**src/rtl/fetch_pkg.sv**
```systemverilog
`timescale 1ns/1ps
package fetch_pkg;
  localparam int unsigned ADDR_W     = 32;
  localparam int unsigned WORD_BYTES = 4;
  localparam int unsigned WORD_W     = WORD_BYTES * 8;
  localparam int unsigned WIN_BYTES  = 2 + WORD_BYTES;
  localparam int unsigned WIN_W      = WIN_BYTES * 8;

  typedef logic [3:0] nib_t;

  localparam nib_t OP_HALT  = 4'h0;
  localparam nib_t OP_NOP   = 4'h1;
  localparam nib_t OP_RRMOV = 4'h2;
  localparam nib_t OP_IRMOV = 4'h3;
  localparam nib_t OP_RMMOV = 4'h4;
  localparam nib_t OP_MRMOV = 4'h5;
  localparam nib_t OP_ALU   = 4'h6;
  localparam nib_t OP_JUMP  = 4'h7;
  localparam nib_t OP_CALL  = 4'h8;
  localparam nib_t OP_RET   = 4'h9;
  localparam nib_t OP_PUSH  = 4'hA;
  localparam nib_t OP_POP   = 4'hB;
  localparam nib_t REG_NONE = 4'hF;

  typedef enum logic [1:0] {
    ST_BUBBLE = 2'd0,
    ST_OK     = 2'd1,
    ST_ADDR   = 2'd2,
    ST_INSTR  = 2'd3
  } fstat_e;

  typedef struct packed {
    nib_t              icode;
    nib_t              ifun;
    nib_t              ra;
    nib_t              rb;
    logic [WORD_W-1:0] valc;
    logic [ADDR_W-1:0] valp;
    logic [ADDR_W-1:0] pc;
    fstat_e            stat;
  } fd_rec_t;

  localparam fd_rec_t FD_BUBBLE = '{
    icode: OP_NOP, ifun: 4'h0, ra: REG_NONE, rb: REG_NONE,
    valc: '0, valp: '0, pc: '0, stat: ST_BUBBLE
  };
endpackage

```
**src/rtl/fetch_classify.sv**
```systemverilog
`timescale 1ns/1ps
// Opcode class: which optional fields follow the first byte, and validity.
module fetch_classify
  import fetch_pkg::*;
(
  input  nib_t op,
  output logic need_reg,
  output logic need_const,
  output logic op_valid
);
  always_comb begin
    need_reg   = 1'b0;
    need_const = 1'b0;
    op_valid   = 1'b1;
    unique case (op)
      OP_HALT, OP_NOP, OP_RET: ;
      OP_RRMOV, OP_ALU, OP_PUSH, OP_POP: need_reg = 1'b1;
      OP_JUMP, OP_CALL: need_const = 1'b1;
      OP_IRMOV, OP_RMMOV, OP_MRMOV: begin
        need_reg   = 1'b1;
        need_const = 1'b1;
      end
      default: op_valid = 1'b0;
    endcase
  end
endmodule

```
**src/rtl/fetch_extract.sv**
```systemverilog
`timescale 1ns/1ps
// Field extraction from the byte window plus next-PC arithmetic.
module fetch_extract
  import fetch_pkg::*;
(
  input  logic [ADDR_W-1:0] pc,
  input  logic [WIN_W-1:0]  window,
  input  logic              use_reg,
  input  logic              use_const,
  output nib_t              ra,
  output nib_t              rb,
  output logic [WORD_W-1:0] valc,
  output logic [ADDR_W-1:0] valp
);
  logic [WORD_W-1:0] const_word;

  // Constant bytes start right after the optional register byte.
  for (genvar k = 0; k < WORD_BYTES; k++) begin : g_const_byte
    assign const_word[k*8 +: 8] = use_reg ? window[(k+2)*8 +: 8]
                                          : window[(k+1)*8 +: 8];
  end

  assign ra   = use_reg ? window[15:12] : REG_NONE;
  assign rb   = use_reg ? window[11:8]  : REG_NONE;
  assign valc = use_const ? const_word : '0;
  assign valp = pc + ADDR_W'(1) + ADDR_W'(use_reg)
              + (use_const ? ADDR_W'(WORD_BYTES) : '0);
endmodule

```
**src/rtl/fetch_pipereg.sv**
```systemverilog
`timescale 1ns/1ps
// Pipeline register: bubble beats stall; reset loads the bubble value.
module fetch_pipereg #(
  parameter int unsigned W    = 8,
  parameter logic [W-1:0] INIT = '0
) (
  input  logic         clk,
  input  logic         rst_n,
  input  logic         stall,
  input  logic         bubble,
  input  logic [W-1:0] d,
  output logic [W-1:0] q
);
  always_ff @(posedge clk) begin
    if (!rst_n || bubble) q <= INIT;
    else if (!stall)      q <= d;
  end
endmodule

```
**src/rtl/fetch_stage.sv**
```systemverilog
`timescale 1ns/1ps
module fetch_stage
  import fetch_pkg::*;
#(
  parameter int unsigned       MEM_BYTES = 4096,
  parameter logic [ADDR_W-1:0] RESET_PC  = '0
) (
  input  logic              clk,
  input  logic              rst_n,
  input  logic [ADDR_W-1:0] fetch_pc,
  output logic [ADDR_W-1:0] imem_addr,
  input  logic [WIN_W-1:0]  imem_window,
  input  logic              pc_stall,
  input  logic              fd_stall,
  input  logic              fd_bubble,
  output logic [ADDR_W-1:0] pred_pc,
  output logic [3:0]        fd_icode,
  output logic [3:0]        fd_ifun,
  output logic [3:0]        fd_ra,
  output logic [3:0]        fd_rb,
  output logic [WORD_W-1:0] fd_valc,
  output logic [ADDR_W-1:0] fd_valp,
  output logic [ADDR_W-1:0] fd_pc,
  output logic [1:0]        fd_stat
);
  localparam logic [ADDR_W:0] MEM_LIMIT = (ADDR_W+1)'(MEM_BYTES);
  localparam int unsigned     REC_W     = $bits(fd_rec_t);

  logic              fetch_ok;
  nib_t              raw_op, raw_fn;
  logic              cls_reg, cls_const, cls_valid;
  logic              use_reg, use_const;
  nib_t              ex_ra, ex_rb;
  logic [WORD_W-1:0] ex_valc;
  logic [ADDR_W-1:0] seq_pc;
  fd_rec_t           rec_d, rec_q;

  assign imem_addr = fetch_pc;
  assign fetch_ok  = {1'b0, fetch_pc} < MEM_LIMIT;
  assign raw_op    = imem_window[7:4];
  assign raw_fn    = imem_window[3:0];

  fetch_classify u_cls (
    .op(raw_op), .need_reg(cls_reg), .need_const(cls_const), .op_valid(cls_valid)
  );

  // Optional fields only for a readable, defined instruction.
  assign use_reg   = fetch_ok && cls_valid && cls_reg;
  assign use_const = fetch_ok && cls_valid && cls_const;

  fetch_extract u_ext (
    .pc(fetch_pc), .window(imem_window), .use_reg(use_reg), .use_const(use_const),
    .ra(ex_ra), .rb(ex_rb), .valc(ex_valc), .valp(seq_pc)
  );

  always_comb begin
    rec_d.icode = fetch_ok ? raw_op : OP_NOP;
    rec_d.ifun  = fetch_ok ? raw_fn : 4'h0;
    rec_d.ra    = ex_ra;
    rec_d.rb    = ex_rb;
    rec_d.valc  = ex_valc;
    rec_d.valp  = seq_pc;
    rec_d.pc    = fetch_pc;
    if (!fetch_ok)       rec_d.stat = ST_ADDR;
    else if (!cls_valid) rec_d.stat = ST_INSTR;
    else                 rec_d.stat = ST_OK;
  end

  fetch_pipereg #(.W(REC_W), .INIT(REC_W'(FD_BUBBLE))) u_fd_reg (
    .clk(clk), .rst_n(rst_n), .stall(fd_stall), .bubble(fd_bubble),
    .d(rec_d), .q(rec_q)
  );

  fetch_pipereg #(.W(ADDR_W), .INIT(RESET_PC)) u_pc_reg (
    .clk(clk), .rst_n(rst_n), .stall(pc_stall), .bubble(1'b0),
    .d(seq_pc), .q(pred_pc)
  );

  assign fd_icode = rec_q.icode;
  assign fd_ifun  = rec_q.ifun;
  assign fd_ra    = rec_q.ra;
  assign fd_rb    = rec_q.rb;
  assign fd_valc  = rec_q.valc;
  assign fd_valp  = rec_q.valp;
  assign fd_pc    = rec_q.pc;
  assign fd_stat  = rec_q.stat;
endmodule

```
**config.mk**
```make
export PLATFORM = sky130hd
export DESIGN_NAME = fetch_stage
export DESIGN_NICKNAME = d
export VERILOG_FILES = /design/src/rtl/fetch_pkg.sv /design/src/rtl/fetch_classify.sv /design/src/rtl/fetch_extract.sv /design/src/rtl/fetch_pipereg.sv /design/src/rtl/fetch_stage.sv
export SDC_FILE = /design/constraint.sdc
export NUM_CORES = 1
export LEC_CHECK = 0
export BUFFER_PORTS_ARGS = -buffer_cell sky130_fd_sc_hd__buf_2
export CORE_MARGIN = 1.5
export CORE_UTILIZATION = 49
export DETAILED_ROUTE_END_ITERATION = 10
export HOLD_SLACK_MARGIN = 0.12
export PLACE_DENSITY = 0.8
export SLEW_MARGIN = 40
export SYNTH_ARGS = -nofsm -noshare
export SYNTH_HDL_FRONTEND = slang
export SYNTH_SLANG_ARGS = --single-unit
```
**constraint.sdc**
```tcl
create_clock -name clk -period 3.6 [get_ports clk]
set_input_delay 0.18 -clock clk [delete_from_list [all_inputs] [get_ports clk]]
set_output_delay 0.18 -clock clk [all_outputs]
set_load 0.005 [all_outputs]
```
=== Word level (Yosys, flattened, before mapping) ===
Index checks and enable logic that the tools add are counted.

* Output and inout bits: 178
* Word-level logic and storage cells: 41
* Bits of input ports: 85
* Flip-flop bits (word level): 146

* Add/sub/neg operators: 3
* Multiplexer cells: 15
* Reduce and logical (&&, ||, !) cells: 9
* Equality and inequality tests: 11
* $lt $le $gt $ge: 1

{| class="wikitable"
|+ Operators by type and width
! cell !! number
|-
| adder 32 x 1 -> 32 bit || 1
|-
| adder 32 x 1 -> 32 bit, second input constant || 1
|-
| adder 32 bit || 1
|-
| < comparator 32 x 13 -> 1 bit, second input constant || 1
|-
| 2-to-1 mux 32 bit || 1
|-
| 2-to-1 mux 8 bit || 4
|-
| equality test 4 x 3 -> 1 bit, second input constant || 4
|-
| equality test 4 bit, second input constant || 4
|-
| 2-to-1 mux 4 bit || 4
|-
| OR reduction 12 bit || 1
|-
| equality test 4 x 2 -> 1 bit, second input constant || 2
|-
| OR reduction 7 bit || 1
|-
| OR reduction 5 bit || 1
|-
| equality test 4 x 1 -> 1 bit, second input constant || 1
|-
| logical NOT 4 bit || 1
|-
| 2-to-1 mux 2 bit || 2
|-
| logical AND 1 bit || 3
|-
| 2-to-1 mux 1 bit || 3
|-
| 2-to-1 mux 3 bit || 1
|-
| logical NOT 1 bit || 1
|-
| logical OR 1 bit || 1
|}

=== Longest topological paths before layout ===
* Depth after elaboration: 7
* Mapped depth: 13
* Mapped depth without buffers: 11

=== Cells and area by module ===
From an unflattened synthesis, not the netlist that was laid out.

* Cells, all modules: 713
* Area total of the unflattened synthesis: 7083.0 um2

{| class="wikitable"
|+ Modules (own cells, without submodules)
! module !! area each (um2) !! sequential area each (um2) !! instances !! cells each
|-
| fetch_pipereg (u_fd_reg) || 4107.7 || 2282.2 || 1 || 370
|-
| fetch_extract || 1351.3 || 0.0 || 1 || 177
|-
| fetch_pipereg (u_pc_reg) || 1173.6 || 640.6 || 1 || 104
|-
| fetch_stage || 400.4 || 0.0 || 1 || 54
|-
| fetch_classify || 50.0 || 0.0 || 1 || 8
|}

=== Least setup slack after synthesis ===
Ideal clock, no wire load.

* Path kind: input-to-reg
* From: input port fetch_pc[13]
* To: register u_pc_reg.q[14]
* Buffers on the path: 2
* Library setup time: 0.122 ns
* Path slack: 0.876 ns
* Cell stages on the path: 13
* Arrival: 2.603 ns
* Required time: 3.478 ns
* Cells stage by stage: buf_2 > nor4_1 > nand3_1 > nor3_2 > inv_1 > ha_1 > inv_1 > ha_1 > a21o_1 > nand3_2 > buf_2 > o21a_1 > o311a_1

* Longest elaborated chain between the ends: 5
* Elaborated cells on any way between the ends: 8
* Those cells by class: add/sub (3); order compare (1); mux (1); reduce/logical (3)

{| class="wikitable"
|+ Ends and longest elaborated chain
! item !! RTL line !! source
|-
| start: declaration || fetch_stage.sv:10 || <nowiki>input logic [ADDR_W-1:0] fetch_pc,</nowiki>
|-
| < comparator 32 x 13 -> 1 bit || fetch_stage.sv:39 || <nowiki>assign fetch_ok = {1'b0, fetch_pc} < MEM_LIMIT;</nowiki>
|-
| logical AND 1 bit || fetch_stage.sv:48, fetch_stage.sv:49 ||
|-
| logical AND 1 bit, on equally long branches || fetch_stage.sv:48, fetch_stage.sv:49 ||
|-
| adder 32 x 1 -> 32 bit or 2-to-1 mux 3 bit (tied branches) || fetch_extract.sv:26, fetch_extract.sv:27 ||
|-
| adder 32 bit * || fetch_extract.sv:27 || <nowiki>+ (use_const ? ADDR_W'(WORD_BYTES) : '0);</nowiki>
|-
| end signal: assignment || fetch_pipereg.sv:15 || <nowiki>if (!rst_n || bubble) q <= INIT;</nowiki>
|-
| end signal: assignment || fetch_pipereg.sv:16 || <nowiki>else if (!stall) q <= d;</nowiki>
|-
| end: declaration || fetch_pipereg.sv:12 || <nowiki>output logic [W-1:0] q</nowiki>
|}

Mark *: on every way between the ends. The rest lies on a longest branch, timed or not.
A chain may end at the register's enable or synchronous reset.

=== Final worst setup path ===
* From: input port fetch_pc[12]
* To: register u_fd_reg.q[62]

* Longest elaborated chain between the ends: 5
* Elaborated cells on any way between the ends: 8
* Those cells by class: add/sub (3); order compare (1); mux (1); reduce/logical (3)

{| class="wikitable"
|+ Ends and longest elaborated chain
! item !! RTL line
|-
| < comparator 32 x 13 -> 1 bit || fetch_stage.sv:39
|-
| logical AND 1 bit || fetch_stage.sv:48, fetch_stage.sv:49
|-
| logical AND 1 bit, on equally long branches || fetch_stage.sv:48, fetch_stage.sv:49
|-
| adder 32 x 1 -> 32 bit or 2-to-1 mux 3 bit (tied branches) || fetch_extract.sv:26, fetch_extract.sv:27
|-
| adder 32 bit * || fetch_extract.sv:27
|-
| end signal: assignment || fetch_pipereg.sv:15
|-
| end signal: assignment || fetch_pipereg.sv:16
|-
| end: declaration || fetch_pipereg.sv:12
|}

Marks and branches as above.

==> flow_metrics.tcl <==
set metrics [dict create \
    power.leakage_nw 4.20 \
    ys_seq_area_share_pct 43.6 \
    power_density_nw_per_um2 447 \
    dp.cells 1065 \
    clk_path_buf_depth 2 \
    drtIter0Drc 566 \
    die_area_um2 14400 \
    setup_tns_ns 0 \
    pwr-share-clk_pct 45.6 \
    rows 42 \
    synth_common_cells "dfxtp_1, mux2i_1, nand3_1" \
    syn_to_final_growth_pct 35.8 \
    synth_top_cell_by_area "dfxtp_1" \
    clkLatencyLatePin_ns 0.42 \
    nets 1064 \
    gp_congestion 0.836 \
    crit_path_top_delay_cell "or4_1" \
    period_share_pct 90.4 \
    start_kind "input port" \
    pwr-share-comb_pct 12.8 \
    grt_max_degree 86 \
    finalClockSkew_ns 0 \
    cp_max_fo 18 \
    dr.pass1.iters 5 \
    async_flop_share_pct 0 \
    relSlewSlack_pct 52.1 \
    peakVddDrop_uv 281 \
    cpPeakStageDelay_ns 0.57 \
    cts_root_buf "clkbuf_16" \
    fmax_mhz 307 \
    worst_slack_ns 0.346 \
    reg2reg_depth 2 \
    worstPathRequired_ns 3.95 \
    netlist.area_leader.share_pct 43.6 \
    path_depth 13 \
    internal_power_mw 3.10 \
    min_period_ns 3.25 \
    p_sw_mw 0.970 \
    crit_arrival_ns 3.60 \
    h-tree-depth 4 \
    cpLargestDelayFamily "simple AND/OR/NAND/NOR gates" \
    dp_hpwl_um 13500 \
    endpoint_kind "register" \
    syn_nets 798 \
    final_cells 1165 \
    grt_use_total_pct 29.6 \
    first_global_vias 6284 \
    ys.flop_type "dfxtp_1" \
    final-hold-violation-count 0 \
    seqPwrFrac_pct 41.6 \
    ys_warn_count 0 \
    core_um2 13300 \
    drc 0 \
    rsz0062_at_grt "false" \
    io_buffers 262 \
    path_buf_inv 4 \
    antenna_found_initial 2 \
    numCtsBuffers 17 \
    synth_edf_count 0 \
    synthesis.area_um2 6700 \
    netlist_instances 709 \
    worstMarginPinSlew_ns 0.719 \
    ys_top_cells_by_area "dfxtp_1, mux2i_1, o31ai_1, buf_4, nand3_1" \
    drive_above_1_share_pct 33.6 \
    path_class "in2reg" \
    drt-total-wl_um 21600 \
    synth.distinct_cells 54 \
    hold_path.class "in2reg" \
    cts_setup_buffers 0 \
    pre_cts_ws_ns 0.359 \
    wire_per_inst_um 18.6 \
    post-synth-top-count-cell "dfxtp_1" \
    cp_cell_sequence "dlygate4sd3_1, buf_2, nor4_1, nand3_1, nor3_2, inv_1, ha_1, inv_1, ha_1, a21o_1, nand3_4, or4_1, a31oi_1" \
    vias_per_cell 5.74 \
    die_w_um 120 \
    cts.sinks 146 \
    synth-seq-cells 146 \
    initial_utilization_pct 50.4 \
    die_y_um 120 \
    finalSetupViolCount 0 \
    avgSynthCellArea_um2 9.45 \
    slew_violations 0 \
    n_fill_cell 1005 \
    maxCapViolations 0 \
    antenna_left 0 \
    dr_total_vias 6689 \
    cts_tree "yes" \
    outcome "complete, no violations" \
    gr-total-overflow 0 \
    num_io_pins 263 \
    hold_path_depth 3 \
    grt_pass1_wl_um 33400 \
    p_sw_share_pct 23.8 \
    clkTransAtPathRegs_ns 0.06 \
    p_total_mw 4.07 \
]
==> kinds of logic after synthesis <==
| group | Yosys count | share of synthesized area [%] |
|---|---|---|
| simple gates | 201 | 16.1 |
| compound gates | 179 | 19.6 |
| flops | 146 | 43.6 |
| buf+inv | 102 | 8.59 |
| mux | 66 | 9.91 |
| xor+xnor | 11 | 1.44 |
| fa+ha+maj | 4 | 0.747 |
==> worst min-delay path: stages <==
cell     delay [ns]
buf_2          0.15
mux2i_1        0.09
nor2_1         0.09
==> cell type report <==
class	instances	area [um^2]	share of cell area, %
Timing Repair Buffer	341	2080	22.8
Clock buffer	21	460	5.06
Antenna cell	2	5.00	0.0550
Multi-Input combinational cell	461	3230	35.5
Tap cell	176	220	2.42
Sequential cell	146	2920	32.1
Inverter	8	30.0	0.330
Clock inverter	10	158	1.73
==> state kept, by name (all words and copies together), names as in the netlist <==
name / cells
u_pc_reg.q: 32
u_fd_reg.q: 114
==> cells in the final DEF, fill, tap and decap left out, drive strengths merged, types with 16 or more instances in the layout <==
cell           n
nor2          38
buf          274
nand3         45
clkbuf        21
o31ai         40
o21ai         43
mux2i         66
a31oi         16
o21ba         16
nand2         25
nor3          22
dlygate4sd3   67
nand2b        20
dfxtp        146
==> power groups by stage <==
| stage | clock network (mW) | logic, mW | registers, mW |
|---|---|---|---|
| after global routing | 1.95 | 0.559 | 1.70 |
| after global placement | 0 | 0.438 | 1.73 |
| after CTS | 1.87 | 0.507 | 1.69 |
| after detailed placement | 0 | 0.444 | 1.73 |
| final | 1.86 | 0.519 | 1.69 |
| after floorplan | 0 | 0.264 | 1.73 |
==> final timing paths <==
kind / to / start / slack [ns]
worst max-delay path: u_fd_reg.q[62] / fetch_pc[12] / 0.35
worst min-delay path: u_fd_reg.q[29] / fetch_pc[27] / 0.13
worst max register to register: u_fd_reg.q[110] / u_fd_reg.q[110] / 2.74
worst min register to register: u_fd_reg.q[37] / u_fd_reg.q[37] / 0.46
==> repair_timing <==
action / CTS / global route
hold buffers: 67 / 0
resized for setup: 0 / 1
setup endpoints to repair: 0 / 7
endpoints found under the hold margin: 67 / 0
==> per-stage QoR <==
stage               cell area (um^2)  utilization (%)  hold slack [ns]
floorplan                       6700                -            0.316
global placement                7800             58.7            0.437
detailed placement              7800             58.7            0.447
CTS                             9090             68.4            0.120
global route                    9100             68.5            0.140
finish                          9100             68.5            0.127
==> per-layer routing <==
metal	wire [um]	track usage (%)
met5	0	0
met4	996	16.1
met3	1770	7.18
met2	10100	47.2
met1	8770	36.7
(Power assumes the default switching activity.)
